<file path="src/rtl/hs_status_pkg.sv">
package hs_status_pkg;
    // Status word bit positions; software decodes these.
    localparam int ST_RXFULL = 0;
    localparam int ST_TXREG  = 1;
    localparam int ST_TXALL  = 2;
    localparam int ST_OVR    = 3;
    localparam int ST_W      = 4;

    typedef struct packed {
        logic txreg;
        logic txall;
    } tx_flags_t;

    typedef struct packed {
        logic full;
        logic ovr;
    } rx_flags_t;
endpackage

</file>
<file path="src/rtl/hs_guard_timer.sv">
module hs_guard_timer #(
    parameter int DLY_W = 8
) (
    input  logic             clk,
    input  logic             rst_n,
    input  logic             run,
    input  logic             cancel,
    input  logic             idle,
    input  logic [DLY_W-1:0] delay,
    output logic             done
);
    typedef struct packed {
        logic             armed;
        logic [DLY_W-1:0] cnt;
        logic             idle_prev;
    } tmr_t;

    tmr_t s_q, s_d;

    always_comb begin
        s_d = s_q;
        s_d.idle_prev = idle;
        if (!run) begin
            s_d.armed = 1'b0;
            s_d.cnt   = '0;
        end else if (cancel || !idle) begin
            s_d.armed = 1'b0;
        end else if (idle && !s_q.idle_prev) begin
            s_d.armed = 1'b1;
            s_d.cnt   = delay;
        end else if (s_q.armed && (s_q.cnt != '0)) begin
            s_d.cnt = s_q.cnt - 1'b1;
        end else if (s_q.armed) begin
            s_d.armed = 1'b0;
        end
    end

    always_ff @(posedge clk or negedge rst_n) begin
        if (!rst_n) begin
            s_q <= '{armed: 1'b0, cnt: '0, idle_prev: 1'b1};
        end else begin
            s_q <= s_d;
        end
    end

    assign done = s_q.armed && (s_q.cnt == '0);

    // a shifter that is busy never leaves the count running
    a_r6_busy_disarms: assert property (@(posedge clk) disable iff (!rst_n)
        (run && !idle) |=> !s_q.armed);
    // a stopped block holds no pending count
    a_r9_stop_disarms: assert property (@(posedge clk) disable iff (!rst_n)
        !run |=> !s_q.armed);
endmodule

</file>
<file path="src/rtl/hs_tx_flags.sv">
module hs_tx_flags
    import hs_status_pkg::*;
(
    input  logic      clk,
    input  logic      rst_n,
    input  logic      en,
    input  logic      dis,
    input  logic      en_pulse,
    input  logic      wr,
    input  logic      load,
    input  logic      idle,
    input  logic      tmr_done,
    output tx_flags_t flags
);
    tx_flags_t f_q, f_d;

    always_comb begin
        f_d = f_q;
        if (dis || (!en && !en_pulse)) begin
            f_d = '0;
        end else if (!en) begin
            f_d.txreg = 1'b1;
            f_d.txall = 1'b1;
        end else begin
            if (wr)        f_d.txreg = 1'b0;
            else if (load) f_d.txreg = 1'b1;
            if (wr)                                  f_d.txall = 1'b0;
            else if (tmr_done && idle && f_q.txreg)  f_d.txall = 1'b1;
        end
    end

    always_ff @(posedge clk or negedge rst_n) begin
        if (!rst_n) f_q <= '0;
        else        f_q <= f_d;
    end

    assign flags = f_q;

    // an accepted write empties neither flag
    a_r3_write_clears: assert property (@(posedge clk) disable iff (!rst_n)
        (en && wr) |=> (!f_q.txreg && !f_q.txall));
    // shifter taking the word frees the holding register
    a_r4_load_frees: assert property (@(posedge clk) disable iff (!rst_n)
        (en && !dis && load && !wr) |=> f_q.txreg);
    // the whole path is never empty while the holding register is full
    a_r5_all_implies_reg: assert property (@(posedge clk) disable iff (!rst_n)
        f_q.txall |-> f_q.txreg);
endmodule

</file>
<file path="src/rtl/hs_rx_flags.sv">
module hs_rx_flags
    import hs_status_pkg::*;
(
    input  logic      clk,
    input  logic      rst_n,
    input  logic      run,
    input  logic      ld,
    input  logic      rd,
    input  logic      srd,
    output rx_flags_t flags
);
    rx_flags_t f_q, f_d;

    always_comb begin
        f_d = f_q;
        if (!run) begin
            f_d = '0;
        end else begin
            if (ld)      f_d.full = 1'b1;
            else if (rd) f_d.full = 1'b0;
            if (ld && f_q.full && !rd) f_d.ovr = 1'b1;
            else if (srd)              f_d.ovr = 1'b0;
        end
    end

    always_ff @(posedge clk or negedge rst_n) begin
        if (!rst_n) f_q <= '0;
        else        f_q <= f_d;
    end

    assign flags = f_q;

    // a read with no new load empties the receive register
    a_r7_read_empties: assert property (@(posedge clk) disable iff (!rst_n)
        (rd && !ld) |=> !f_q.full);
    // second load without a read is recorded
    a_r8_second_load: assert property (@(posedge clk) disable iff (!rst_n)
        (run && ld && f_q.full && !rd) |=> f_q.ovr);
endmodule

</file>
<file path="src/rtl/hs_xfer_status.sv">
module hs_xfer_status
    import hs_status_pkg::*;
#(
    parameter int DLY_W = 8
) (
    input  logic             clk,
    input  logic             rst_n,
    input  logic             enable_cmd,
    input  logic             disable_cmd,
    input  logic             tx_write,
    input  logic             shift_load,
    input  logic             shift_idle,
    input  logic             rx_load,
    input  logic             rx_read,
    input  logic             status_read,
    input  logic [DLY_W-1:0] delay_cfg,
    output logic [ST_W-1:0]  status
);
    logic      en_q, en_d;
    logic      en_pulse;
    logic      run;
    logic      tmr_done;
    tx_flags_t txf;
    rx_flags_t rxf;

    always_comb begin
        en_d = en_q;
        if (disable_cmd)     en_d = 1'b0;
        else if (enable_cmd) en_d = 1'b1;
    end

    always_ff @(posedge clk or negedge rst_n) begin
        if (!rst_n) en_q <= 1'b0;
        else        en_q <= en_d;
    end

    assign en_pulse = enable_cmd && !en_q && !disable_cmd;
    assign run      = en_q && !disable_cmd;

    hs_guard_timer #(.DLY_W(DLY_W)) u_timer (
        .clk    (clk),
        .rst_n  (rst_n),
        .run    (run),
        .cancel (tx_write),
        .idle   (shift_idle),
        .delay  (delay_cfg),
        .done   (tmr_done)
    );

    hs_tx_flags u_tx (
        .clk      (clk),
        .rst_n    (rst_n),
        .en       (en_q),
        .dis      (disable_cmd),
        .en_pulse (en_pulse),
        .wr       (tx_write),
        .load     (shift_load),
        .idle     (shift_idle),
        .tmr_done (tmr_done),
        .flags    (txf)
    );

    hs_rx_flags u_rx (
        .clk   (clk),
        .rst_n (rst_n),
        .run   (run),
        .ld    (rx_load),
        .rd    (rx_read),
        .srd   (status_read),
        .flags (rxf)
    );

    always_comb begin
        status = '0;
        status[ST_RXFULL] = rxf.full;
        status[ST_TXREG]  = txf.txreg;
        status[ST_TXALL]  = txf.txall;
        status[ST_OVR]    = rxf.ovr;
    end

    // a disabled block reports nothing
    a_r9_disabled_quiet: assert property (@(posedge clk) disable iff (!rst_n)
        !en_q |-> (status == '0));
    // enabling from the disabled state presents both transmit flags
    a_r2_enable_sets: assert property (@(posedge clk) disable iff (!rst_n)
        en_pulse |=> (status[ST_TXREG] && status[ST_TXALL]));
endmodule

</file>
<file path="config.mk">
export PLATFORM = sky130hd
export DESIGN_NAME = hs_xfer_status
export DESIGN_NICKNAME = d
export VERILOG_FILES = /design/src/rtl/hs_status_pkg.sv /design/src/rtl/hs_guard_timer.sv /design/src/rtl/hs_tx_flags.sv /design/src/rtl/hs_rx_flags.sv /design/src/rtl/hs_xfer_status.sv
export SDC_FILE = /design/constraint.sdc
export NUM_CORES = 1
export LEC_CHECK = 0
export BUFFER_PORTS_ARGS = -buffer_cell sky130_fd_sc_hd__buf_2
export CORE_MARGIN = 10
export CORE_UTILIZATION = 55
export DETAILED_ROUTE_END_ITERATION = 8
export PLACE_DENSITY = 0.91
export SLEW_MARGIN = 10
export SYNTH_ARGS = -nofsm -noshare
export SYNTH_HDL_FRONTEND = slang
export SYNTH_SLANG_ARGS = --single-unit
</file>
<file path="constraint.sdc">
create_clock -name clk -period 4 [get_ports clk]
set_clock_uncertainty 0.2 [all_clocks]
set_input_delay 0.4 -clock clk [delete_from_list [all_inputs] [get_ports clk]]
set_output_delay 0.4 -clock clk [all_outputs]
set_load 0.03 [all_outputs]
</file>
==> impl_metrics.json, run 1 <==
{
  "outcome": "finished, final reports clean",
  "synth_warnings": 0,
  "drt.antenna.violating_nets": 0,
  "max_cap_violations": 0,
  "setup_viol": 0,
  "wirelength_per_cell_um": 18.05,
  "die_h_um": 61.58,
  "final_critical_path_setup_slack_ns": 1.902,
  "cts-root-to-sink-buffers": 2,
  "grt_antenna_before_repair": 0,
  "antenna_cells": 0,
  "dpl_worst_slack_ns": 1.732,
  "final_net_count": 144,
  "drv_slew": 0,
  "yosys_register_bits": 15,
  "period_needed_ns": 2.098,
  "drt_pass1_iterations": 4,
  "drive_gt1_share_pct": 26.02,
  "power.leakage_nw": 0.4947,
  "grt_overflow_total": 0,
  "final_cell_area_um2": 1092,
  "class_of_the_tightest_hold_or_removal_check": "input port to flop",
  "path_class": "flop to flop",
  "worst_pin_slew_ns": 0.9069,
  "cellPowerDensity_nw_per_um2": 273.2,
  "rrSetupSlack_ns": 1.90,
  "track_usage_pct": 14.38,
  "slowest_delay_ns": 0.70,
  "final_util_pct": 69.29,
  "cp_max_fo": 13,
  "synth.lib_cells_used.distinct": 39,
  "finalHoldViolations": 0,
  "cts-htree-levels": 1,
  "vias_per_cell": 6.424,
  "postSynthAreaPerCell_um2": 9.509,
  "grt_pass1_wl_um": 4105,
  "leading_cell_type_in_the_layout_fill_and_taps_excluded": "sky130_fd_sc_hd__buf_2",
  "fin_crit_sh_pct": 52.45,
  "grt_start_max_net_pins": 16,
  "via_count": 893,
  "clk_root_buffer_cell": "sky130_fd_sc_hd__clkbuf_4",
  "drt_iter0_drc": 61,
  "clock_tree_from_tritoncts": "built",
  "drc": 0,
  "cts.sink_count": 15,
  "synthesis.area_um2": 950.9,
  "finalWeightedCongestion": 0.9319,
  "place.detailed.hpwl_um": 1824,
  "crit_required_ns": 3.96,
  "worst_path_max_delay_cell": "sky130_fd_sc_hd__nor2b_1",
  "mostFrequentLayoutCells": "21 x sky130_fd_sc_hd__buf_2, 14 x sky130_fd_sc_hd__dfrtp_1, 8 x sky130_fd_sc_hd__o211ai_1",
  "achievable-frequency_mhz": 476.7,
  "fillerInstances": 115,
  "initial_core_util_pct": 60.32,
  "placed_cell_area_um2": 1056,
  "worst_ir_drop_vdd_v": 0.0001926,
  "die-area_um2": 3792,
  "timing.max_slew.rel_slack_pct": 39.42,
  "clock_latency_ns": 0.29,
  "fin_hold_ws_ns": 0.05016,
  "total_negative_slack_for_setup_checks_ns": 0,
  "grt_pass1_vias": 861,
  "worst_setup_hold_path_clk_slew_ns": 0.09,
  "startpoint_type": "flop",
  "post_synth_inst_count": 100,
  "dieWidth_um": 61.58,
  "totalWireLength_um": 2509,
  "end_kind": "flop",
  "seq_area_frac_synth_pct": 39.61,
  "timing.critical_path.buf_inv": 0,
  "syn_to_final_growth_pct": 14.87,
  "num_rows": 14,
  "numCtsBuffers": 3,
  "core_area_um2": 1577,
  "cp_top_family": "simple AND/OR/NAND/NOR gates",
  "arrival_ns": 2.06,
  "pin_count": 22,
  "timing.critical_path.cells": "nor2b_1, mux2_2, a31oi_1, o21ai_0",
  "syn-num-nets": 120,
  "ctsResizeCount": 0,
  "buffer_ports.inserted": 21,
  "setup_repair_after_global_routing_missed_its_margin": "false"
}
[registers in the layout, summed over array words and instances (netlist names)]
name and cells:
u_rx.flags 2, en_q 1, u_timer.s_q 10, u_tx.flags 2
[layout make-up]
cell class / instances / area (um^2) / area share, %
multi-input cells: 75 / 528.0 / 48.34
repair buffers: 22 / 115.1 / 10.54
inverters: 7 / 26.28 / 2.405
flip-flops and latches: 15 / 376.6 / 34.48
well taps: 16 / 20.02 / 1.833
clock buffers: 4 / 26.28 / 2.405
[timing repair]
action                    in CTS  in global routing
buffers inserted               0                  0
hold endpoints to repair      14                  0
hold buffers                   1                  0
[synthesized netlist by cell type]
| library cell | n | area share (%) |
|---|---|---|
| sky130_fd_sc_hd__a21oi_1 | 3 | 1.6 |
| sky130_fd_sc_hd__nand3b_1 | 2 | 1.6 |
| sky130_fd_sc_hd__or3_1 | 1 | 0.66 |
| sky130_fd_sc_hd__nor2_1 | 7 | 2.8 |
| sky130_fd_sc_hd__o211ai_1 | 8 | 6.3 |
| sky130_fd_sc_hd__o311ai_0 | 1 | 0.92 |
| sky130_fd_sc_hd__a2111oi_0 | 1 | 0.92 |
| sky130_fd_sc_hd__or4_4 | 1 | 1.2 |
| sky130_fd_sc_hd__dfstp_2 | 1 | 2.8 |
| sky130_fd_sc_hd__buf_6 | 1 | 1.2 |
| sky130_fd_sc_hd__o211ai_2 | 1 | 1.3 |
| sky130_fd_sc_hd__nand2b_1 | 3 | 2.0 |
| sky130_fd_sc_hd__dfrtp_1 | 14 | 37 |
| sky130_fd_sc_hd__nor4_2 | 1 | 1.3 |
| sky130_fd_sc_hd__nand3_1 | 6 | 3.2 |
| sky130_fd_sc_hd__o21bai_1 | 1 | 0.79 |
| sky130_fd_sc_hd__and3_1 | 1 | 0.66 |
| sky130_fd_sc_hd__or3b_1 | 1 | 0.92 |
| sky130_fd_sc_hd__inv_1 | 7 | 2.8 |
| sky130_fd_sc_hd__a31oi_1 | 2 | 1.3 |
| sky130_fd_sc_hd__nor4b_2 | 1 | 1.6 |
| sky130_fd_sc_hd__nor2b_1 | 7 | 4.6 |
| sky130_fd_sc_hd__nor4b_4 | 1 | 2.5 |
| sky130_fd_sc_hd__o31ai_1 | 1 | 0.79 |
| sky130_fd_sc_hd__clkbuf_1 | 1 | 0.39 |
| sky130_fd_sc_hd__buf_2 | 1 | 0.53 |
| sky130_fd_sc_hd__nor3_1 | 1 | 0.53 |
| sky130_fd_sc_hd__and4_1 | 1 | 0.92 |
| sky130_fd_sc_hd__nor4b_1 | 1 | 0.92 |
| sky130_fd_sc_hd__nor3b_1 | 2 | 1.6 |
| sky130_fd_sc_hd__ha_1 | 2 | 2.6 |
| sky130_fd_sc_hd__nand2_1 | 4 | 1.6 |
| sky130_fd_sc_hd__nand4b_1 | 1 | 0.92 |
| sky130_fd_sc_hd__o21a_1 | 1 | 0.79 |
| sky130_fd_sc_hd__o21ai_0 | 5 | 2.6 |
| sky130_fd_sc_hd__a22o_1 | 2 | 1.8 |
| sky130_fd_sc_hd__mux2_2 | 2 | 2.4 |
| sky130_fd_sc_hd__and2_1 | 2 | 1.3 |
| sky130_fd_sc_hd__nand4_1 | 1 | 0.66 |
[final timing paths]
kind                                      from              to  cells after the start
worst max register to register  u_timer.s_q[0]  u_timer.s_q[5]                      4
worst min-delay path                shift_idle  u_timer.s_q[0]                      1
worst min register to register  u_timer.s_q[2]  u_timer.s_q[2]                      1
worst max-delay path            u_timer.s_q[0]  u_timer.s_q[5]                      4
min in group asynchronous                rst_n  u_timer.s_q[4]                      2
max in group asynchronous                rst_n  u_timer.s_q[0]                      2
[power breakdown]
| part | switching, mW | leakage (nW) | internal, mW | total [mW] |
|---|---|---|---|---|
| registers | 0.00395 | 0.202 | 0.156 | 0.160 |
| logic | 0.0283 | 0.277 | 0.0204 | 0.0486 |
| clock network | 0.0514 | 0.0150 | 0.0388 | 0.0902 |
| total | 0.0836 | 0.495 | 0.215 | 0.298 |
[kinds of logic (layout without fill, tap and decap cells)]
group / after synthesis / after routing / share of synthesized area (%)
AO/OA/AOI/OAI: 26 / 26 / 19.21
adder cells (fa/ha/maj): 2 / 2 / 2.631
buffers and inverters: 10 / 33 / 4.868
flip-flops: 15 / 15 / 39.61
multiplexers: 2 / 2 / 2.368
AND/OR/NAND/NOR: 45 / 45 / 31.32
[per-stage QoR]
step                      power [mW]  std cells
after global routing          0.3103        139
after detailed placement      0.2092        134
after CTS                     0.2968        139
after global placement        0.2078        134
final                         0.2984        139
after floorplan               0.1894        100
[layer usage]
metal  track usage (%)  wire (um)  vias to the layer above
met5                 0          0                        -
met4             6.369         50                        0
met3             2.881        189                        9
met2             22.55       1209                       48
met1             18.59       1060                      418
li1                  -          -                      418
No activity file was read; power rests on OpenSTA's default activity.
==> inputs of run 2 (changes only) <==
Settings changed: CORE_UTILIZATION 55 to 52, PLACE_DENSITY 0.91 to 0.87.
Clock period 4 ns to 2 ns, I/O delays scaled along.
==> impl_metrics.json, run 2 (synthesis results as in run 1) <==
{
  "class_of_the_tightest_hold_or_removal_check": "input port to flop",
  "max_cap_violations": 0,
  "top_register": "u_timer.s_q",
  "pin_count": 22,
  "power.leakage_nw": 0.5396,
  "violations": "negative hold slack",
  "multi_input_comb_area_um2": 530.5,
  "die-area_um2": 3939,
  "antenna_cells": 0,
  "numCtsBuffers": 3,
  "drc": 0,
  "met2_usage_pct": 21.28,
  "worst_pin_slew_ns": 0.4760,
  "leading_cell_type_in_the_layout_fill_and_taps_excluded": "sky130_fd_sc_hd__buf_2",
  "drive_gt1_share_pct": 28.79,
  "total_negative_slack_for_setup_checks_ns": 0,
  "min_delay_worst_endpoint": "u_tx.flags[1]",
  "clock_latency_ns": 0.28,
  "grt_overflow_total": 0,
  "clock_tree_from_tritoncts": "built",
  "arrival_ns": 1.95,
  "finalWeightedCongestion": 0.9149,
  "drt_iter0_drc": 39,
  "grt_pass1_wl_um": 4319,
  "die_h_um": 62.77,
  "grt_util_met3_pct": 3.047,
  "drv_slew": 0,
  "syn_to_final_growth_pct": 24.47,
  "largest_register_ffs": 10,
  "cp_max_fo": 6,
  "finalHoldViolations": 1,
  "register_area_um2": 376.6,
  "setup_viol": 0,
  "busiest_layer": "met2",
  "rrSetupSlack_ns": 0.15,
  "grt_antenna_before_repair": 0,
  "buffer_ports.inserted": 21,
  "total_power_mw": 0.6049,
  "timing.max_slew.rel_slack_pct": 68.02,
  "clk_root_buffer_cell": "sky130_fd_sc_hd__clkbuf_4",
  "achievable-frequency_mhz": 517.1,
  "holdCritStartpoint": "enable_cmd",
  "outcome": "finished, violations left",
  "mostFrequentLayoutCells": "21 x sky130_fd_sc_hd__buf_2, 14 x sky130_fd_sc_hd__dfrtp_1, 8 x sky130_fd_sc_hd__o211ai_1",
  "met1_usage_pct": 16.32,
  "min_delay_path_depth": 3,
  "grt_start_max_net_pins": 16,
  "cts-htree-levels": 1,
  "vias_per_cell": 5.917,
  "via_count": 929,
  "num_rows": 15,
  "worst_setup_hold_path_clk_slew_ns": 0.09,
  "ff2ff_path_depth": 6,
  "dieWidth_um": 62.77,
  "final_net_count": 153,
  "initial_core_util_pct": 55.07,
  "end_kind": "flop",
  "wirelength_per_cell_um": 16.29,
  "totalWireLength_um": 2558,
  "path_class": "input port to flop",
  "cts.sink_count": 15,
  "setup_repair_after_global_routing_missed_its_margin": "false",
  "timing.critical_path.from": "disable_cmd",
  "fin_crit_sh_pct": 96.70,
  "worst_r2r_endpoint": "u_timer.s_q[5]",
  "period_needed_ns": 1.934,
  "regToRegStartpoint": "u_timer.s_q[1]",
  "cts-root-to-sink-buffers": 2,
  "core_area_um2": 1727,
  "fin_hold_ws_ns": -0.001218,
  "crit_required_ns": 2.02,
  "fillerInstances": 144,
  "place.detailed.hpwl_um": 1969,
  "track_usage_pct": 12.98,
  "startpoint_type": "input port",
  "drt.antenna.violating_nets": 0,
  "cellPowerDensity_nw_per_um2": 511.0,
  "grt_pass1_vias": 900,
  "drt_pass1_iterations": 4,
  "worst_ir_drop_vdd_v": 0.0004689
}
==> run 2: changes by cell type in the layout (fill, tap and decap cells not counted), sizes merged <==
| cell | before | now |
|---|---|---|
| buf | 21 | 26 |
| dlygate4sd3 | 1 | 5 |
==> run 2: worst max-delay path by stage <==
stage	to	slack, ns
finish	u_timer.s_q[1]	0.07
global route	u_timer.s_q[6]	0.009
CTS	u_timer.s_q[1]	0.06
detailed placement	u_timer.s_q[5]	0.18
global placement	u_timer.s_q[6]	0.24
floorplan	u_timer.s_q[1]	0.27
==> run 2: area by class of cell <==
| class | instances | area share [%] |
|---|---|---|
| flip-flops and latches | 15 | 31.82 |
| clock buffers | 4 | 2.220 |
| repair buffers | 31 | 16.28 |
| well taps | 25 | 2.643 |
| inverters | 7 | 2.220 |
| multi-input cells | 75 | 44.82 |
==> run 2: critical path, cell delays in order <==
cell	delay [ns]
sky130_fd_sc_hd__dlygate4sd3_1	0.53
sky130_fd_sc_hd__buf_2	0.15
sky130_fd_sc_hd__nand2b_1	0.21
sky130_fd_sc_hd__nor4b_4	0.44
sky130_fd_sc_hd__nand2_1	0.15
sky130_fd_sc_hd__inv_1	0.12
sky130_fd_sc_hd__a22o_1	0.15
==> run 2: repair_timing <==
action	4_1_cts	5_1_grt
gates resized for setup	0	1
hold buffers	5	0
endpoints found under the hold margin	21	0
setup buffers	0	1
endpoints found under the setup margin	0	3
==> run 2: where the power goes <==
group	internal [mW]	switching [mW]
combinational	0.0507	0.0590
clock	0.0774	0.0996
sequential	0.311	0.00683
total	0.439	0.165
==> run 2: per-layer routing <==
metal	part of all wire, %	vias to the layer above
met5	0	-
met4	3.2	0
met3	7.2	12
met2	46	53
met1	44	429
li1	-	435
==> run 2: per-stage QoR <==
| step | hold slack, ns | cell area [um^2] | util (%) | cells | setup slack (ns) |
|---|---|---|---|---|---|
| global route | 0.01430 | 1184 | 68.55 | 157 | 0.008576 |
| global placement | -0.08303 | 1097 | 63.55 | 147 | 0.2439 |
| floorplan | -0.2956 | 950.9 | - | 100 | 0.2697 |
| finish | -0.001218 | 1184 | 68.55 | 157 | 0.06607 |
| detailed placement | -0.07978 | 1097 | 63.55 | 147 | 0.1777 |
| CTS | 0.001530 | 1174 | 67.97 | 156 | 0.05682 |
==> inputs of run 3 (changes only) <==
Settings changed: CORE_UTILIZATION 52 to 51, PLACE_DENSITY 0.87 to 0.86, SYNTH_HIERARCHICAL set to 1, TNS_END_PERCENT set to 20.
==> impl_metrics.json, run 3 <==
{
  "outcome": "finished, violations left",
  "violations": "negative setup slack",
  "p_comb_share_pct": 18.2,
  "track_usage_pct": 12.53,
  "finalWeightedCongestion": 0.9422,
  "power.sequential.fraction_pct": 52.7,
  "die-area_um2": 3905,
  "share_of_the_synthesized_area_in_the_top_cell_type_pct": 38.04,
  "startpoint_type": "flop",
  "crit_required_ns": 1.97,
  "power_report.internal_total_mw": 0.4387,
  "synth_async_sr_flop_share_pct": 100.0,
  "largest_register_ffs": 10,
  "cp_max_fo": 5,
  "wirelength_per_cell_um": 15.43,
  "placed_cells": 146,
  "cts-root-to-sink-buffers": 2,
  "timing.critical_path.cells": "inv_2, ha_4, or4bb_4, o221ai_4, nor2_1, o221a_2",
  "worst_r2r_endpoint": "u_timer/s_q[1]",
  "cts-htree-levels": 1,
  "ff2ff_path_depth": 6,
  "num_rows": 15,
  "min_delay_worst_endpoint": "u_tx/flags[1]",
  "numCtsBuffers": 3,
  "drt_iter0_drc": 35,
  "post_route_non_filler_standard_cell_count": 158,
  "synth_warnings": 6,
  "final_cell_area_um2": 1184,
  "post_synth_inst_count": 99,
  "core_area_um2": 1727,
  "synth.lib_cells_used.distinct": 35,
  "max_cap_violations": 0,
  "synth.cells.most_frequent": "14 x sky130_fd_sc_hd__dfrtp_1, 12 x sky130_fd_sc_hd__a21oi_1, 11 x sky130_fd_sc_hd__nand2_1, 7 x sky130_fd_sc_hd__nor2_1",
  "worst_ir_drop_vdd_v": 0.0004447,
  "power.leakage_nw": 0.5587,
  "rrSetupSlack_ns": -0.02,
  "final_critical_path_setup_slack_ns": -0.01682,
  "clock_latency_ns": 0.28,
  "cp_top_family": "simple AND/OR/NAND/NOR gates",
  "dieWidth_um": 62.49,
  "setup_repair_after_global_routing_missed_its_margin": "true",
  "grt_pass1_vias": 890,
  "clk_root_buffer_cell": "sky130_fd_sc_hd__clkbuf_4",
  "clock_tree_from_tritoncts": "built",
  "grt_overflow_total": 0,
  "end_kind": "flop",
  "grt_start_max_net_pins": 16,
  "mostFrequentLayoutCells": "21 x sky130_fd_sc_hd__buf_2, 14 x sky130_fd_sc_hd__dfrtp_1, 12 x sky130_fd_sc_hd__a21oi_1",
  "worst_path_max_delay_cell": "sky130_fd_sc_hd__or4bb_4",
  "final_net_count": 154,
  "setup_viol": 3,
  "totalWireLength_um": 2438,
  "worst_setup_hold_path_clk_slew_ns": 0.09,
  "slowest_delay_ns": 0.46,
  "synth.most_common_cell": "sky130_fd_sc_hd__dfrtp_1",
  "drv_slew": 0,
  "placed_cell_area_um2": 1065,
  "leading_cell_type_in_the_layout_fill_and_taps_excluded": "sky130_fd_sc_hd__buf_2",
  "antenna_cells": 0,
  "syn-num-nets": 119,
  "worst_pin_slew_ns": 0.9015,
  "vias_per_cell": 5.354,
  "holdCritStartpoint": "shift_load",
  "period_needed_ns": 2.017,
  "grt_pass1_wl_um": 4084,
  "drt_pass1_iterations": 4,
  "yosys_most_used_dff": "sky130_fd_sc_hd__dfrtp_1",
  "timing.critical_path.buf_inv": 1,
  "postSynthAreaPerCell_um2": 9.302,
  "drt.antenna.violating_nets": 0,
  "class_of_the_tightest_hold_or_removal_check": "input port to flop",
  "synthesis.area_um2": 920.9,
  "share_clk_of_total_power_pct": 29.1,
  "drive_gt1_share_pct": 36.84,
  "cellPowerDensity_nw_per_um2": 507.0,
  "die_h_um": 62.49,
  "finalHoldViolations": 0,
  "buffer_ports.inserted": 21,
  "p_sw_share_pct": 26.89,
  "netlist_top_cells_area": "sky130_fd_sc_hd__dfrtp_1 38%, sky130_fd_sc_hd__a21oi_1 6.5%, sky130_fd_sc_hd__nand2_1 4.5%",
  "grt_antenna_before_repair": 0,
  "top_register": "u_timer/s_q",
  "seq_area_frac_synth_pct": 40.90,
  "arrival_ns": 1.99,
  "regToRegStartpoint": "u_timer/s_q[2]",
  "synth-edff-count": 0,
  "min_delay_path_depth": 3,
  "timing.max_slew.rel_slack_pct": 39.78,
  "drc": 0,
  "path_class": "flop to flop",
  "cts.sink_count": 15,
  "place.detailed.hpwl_um": 1736,
  "initial_core_util_pct": 53.33,
  "via_count": 846,
  "achievable-frequency_mhz": 495.8,
  "synth_area_leader_cell": "sky130_fd_sc_hd__dfrtp_1",
  "yosys_register_bits": 15,
  "power.switching_mw": 0.1613,
  "fin_crit_sh_pct": 100.8,
  "pin_count": 22,
  "syn_to_final_growth_pct": 28.53
}
[run 3: cell count changes after synthesis, sizes merged, moves of 3 or more]
cell / delta
nand2: +7
o211ai: -8
a21oi: +10
a21o: +4
nor4b: -3
[run 3: worst max path at each step]
stage / start / endpoint / slack (ns) / depth (start not counted)
final: u_timer/s_q[2] / u_timer/s_q[1] / -0.02 / 6
after global routing: u_timer/s_q[2] / u_timer/s_q[6] / -0.1 / 7
after detailed placement: u_timer/s_q[2] / u_timer/s_q[7] / -0.04 / 7
after floorplan: u_timer/s_q[0] / u_timer/s_q[3] / 0.05 / 5
after CTS: u_timer/s_q[2] / u_timer/s_q[7] / -0.007 / 7
after global placement: u_timer/s_q[2] / u_timer/s_q[4] / 0.04 / 7
[run 3: power groups by stage]
stage	clock network, mW	logic [mW]	registers, mW
finish	0.175	0.109	0.316
global route	0.196	0.120	0.317
CTS	0.174	0.104	0.317
detailed placement	0	0.0942	0.323
global placement	0	0.0920	0.322
floorplan	0	0.0513	0.326
[run 3: area by class of cell]
cell class / count / area [um^2]
fillers: 144 / 543.0
repair buffers: 33 / 211.5
multi-input cells: 76 / 519.2
flip-flops and latches: 15 / 376.6
clock buffers: 4 / 26.28
well taps: 25 / 31.28
inverters: 5 / 18.77
[run 3: cell families after synthesis]
group / after synthesis / synth area share [%]
compound gates: 33 / 26.22
fa+ha+maj: 2 / 2.717
buf+inv: 8 / 4.484
flops: 15 / 40.90
simple gates: 41 / 25.68
[run 3: what timing repair did]
item	4_1_cts	5_1_grt
buffers inserted	0	2
hold buffers	5	0
endpoints found under the hold margin	21	0
gates cloned	1	0
resized for setup	2	5
endpoints found under the setup margin	5	8
pin swaps	0	4
[run 3: metal layers]
layer | track usage [%] | wire (um)
met1 | 14.24 | 1005
met2 | 22.18 | 1284
met3 | 2.688 | 130
met4 | 4.749 | 17
met5 | 0 | 0
[run 3: through the flow]
stage	worst slack [ns]	hold slack (ns)	setup TNS [ns]	total power [mW]	util, %
finish	-0.01682	0.01812	-0.02583	0.6001	68.55
detailed placement	-0.04037	-0.07963	-0.08555	0.4168	61.67
floorplan	0.05337	-0.2956	0	0.3777	-
CTS	-0.006794	0.01697	-0.009856	0.5940	66.74
global route	-0.09938	0.01490	-0.6072	0.6331	68.55
global placement	0.03874	-0.08189	0	0.4137	61.67
[run 3: worst register-to-register path: stages (launching register included)]
cell and delay [ns]:
sky130_fd_sc_hd__dfrtp_1 0.42, sky130_fd_sc_hd__inv_2 0.09, sky130_fd_sc_hd__ha_4 0.12, sky130_fd_sc_hd__or4bb_4 0.46, sky130_fd_sc_hd__o221ai_4 0.25, sky130_fd_sc_hd__nor2_1 0.10
sky130_fd_sc_hd__o221a_2 0.27
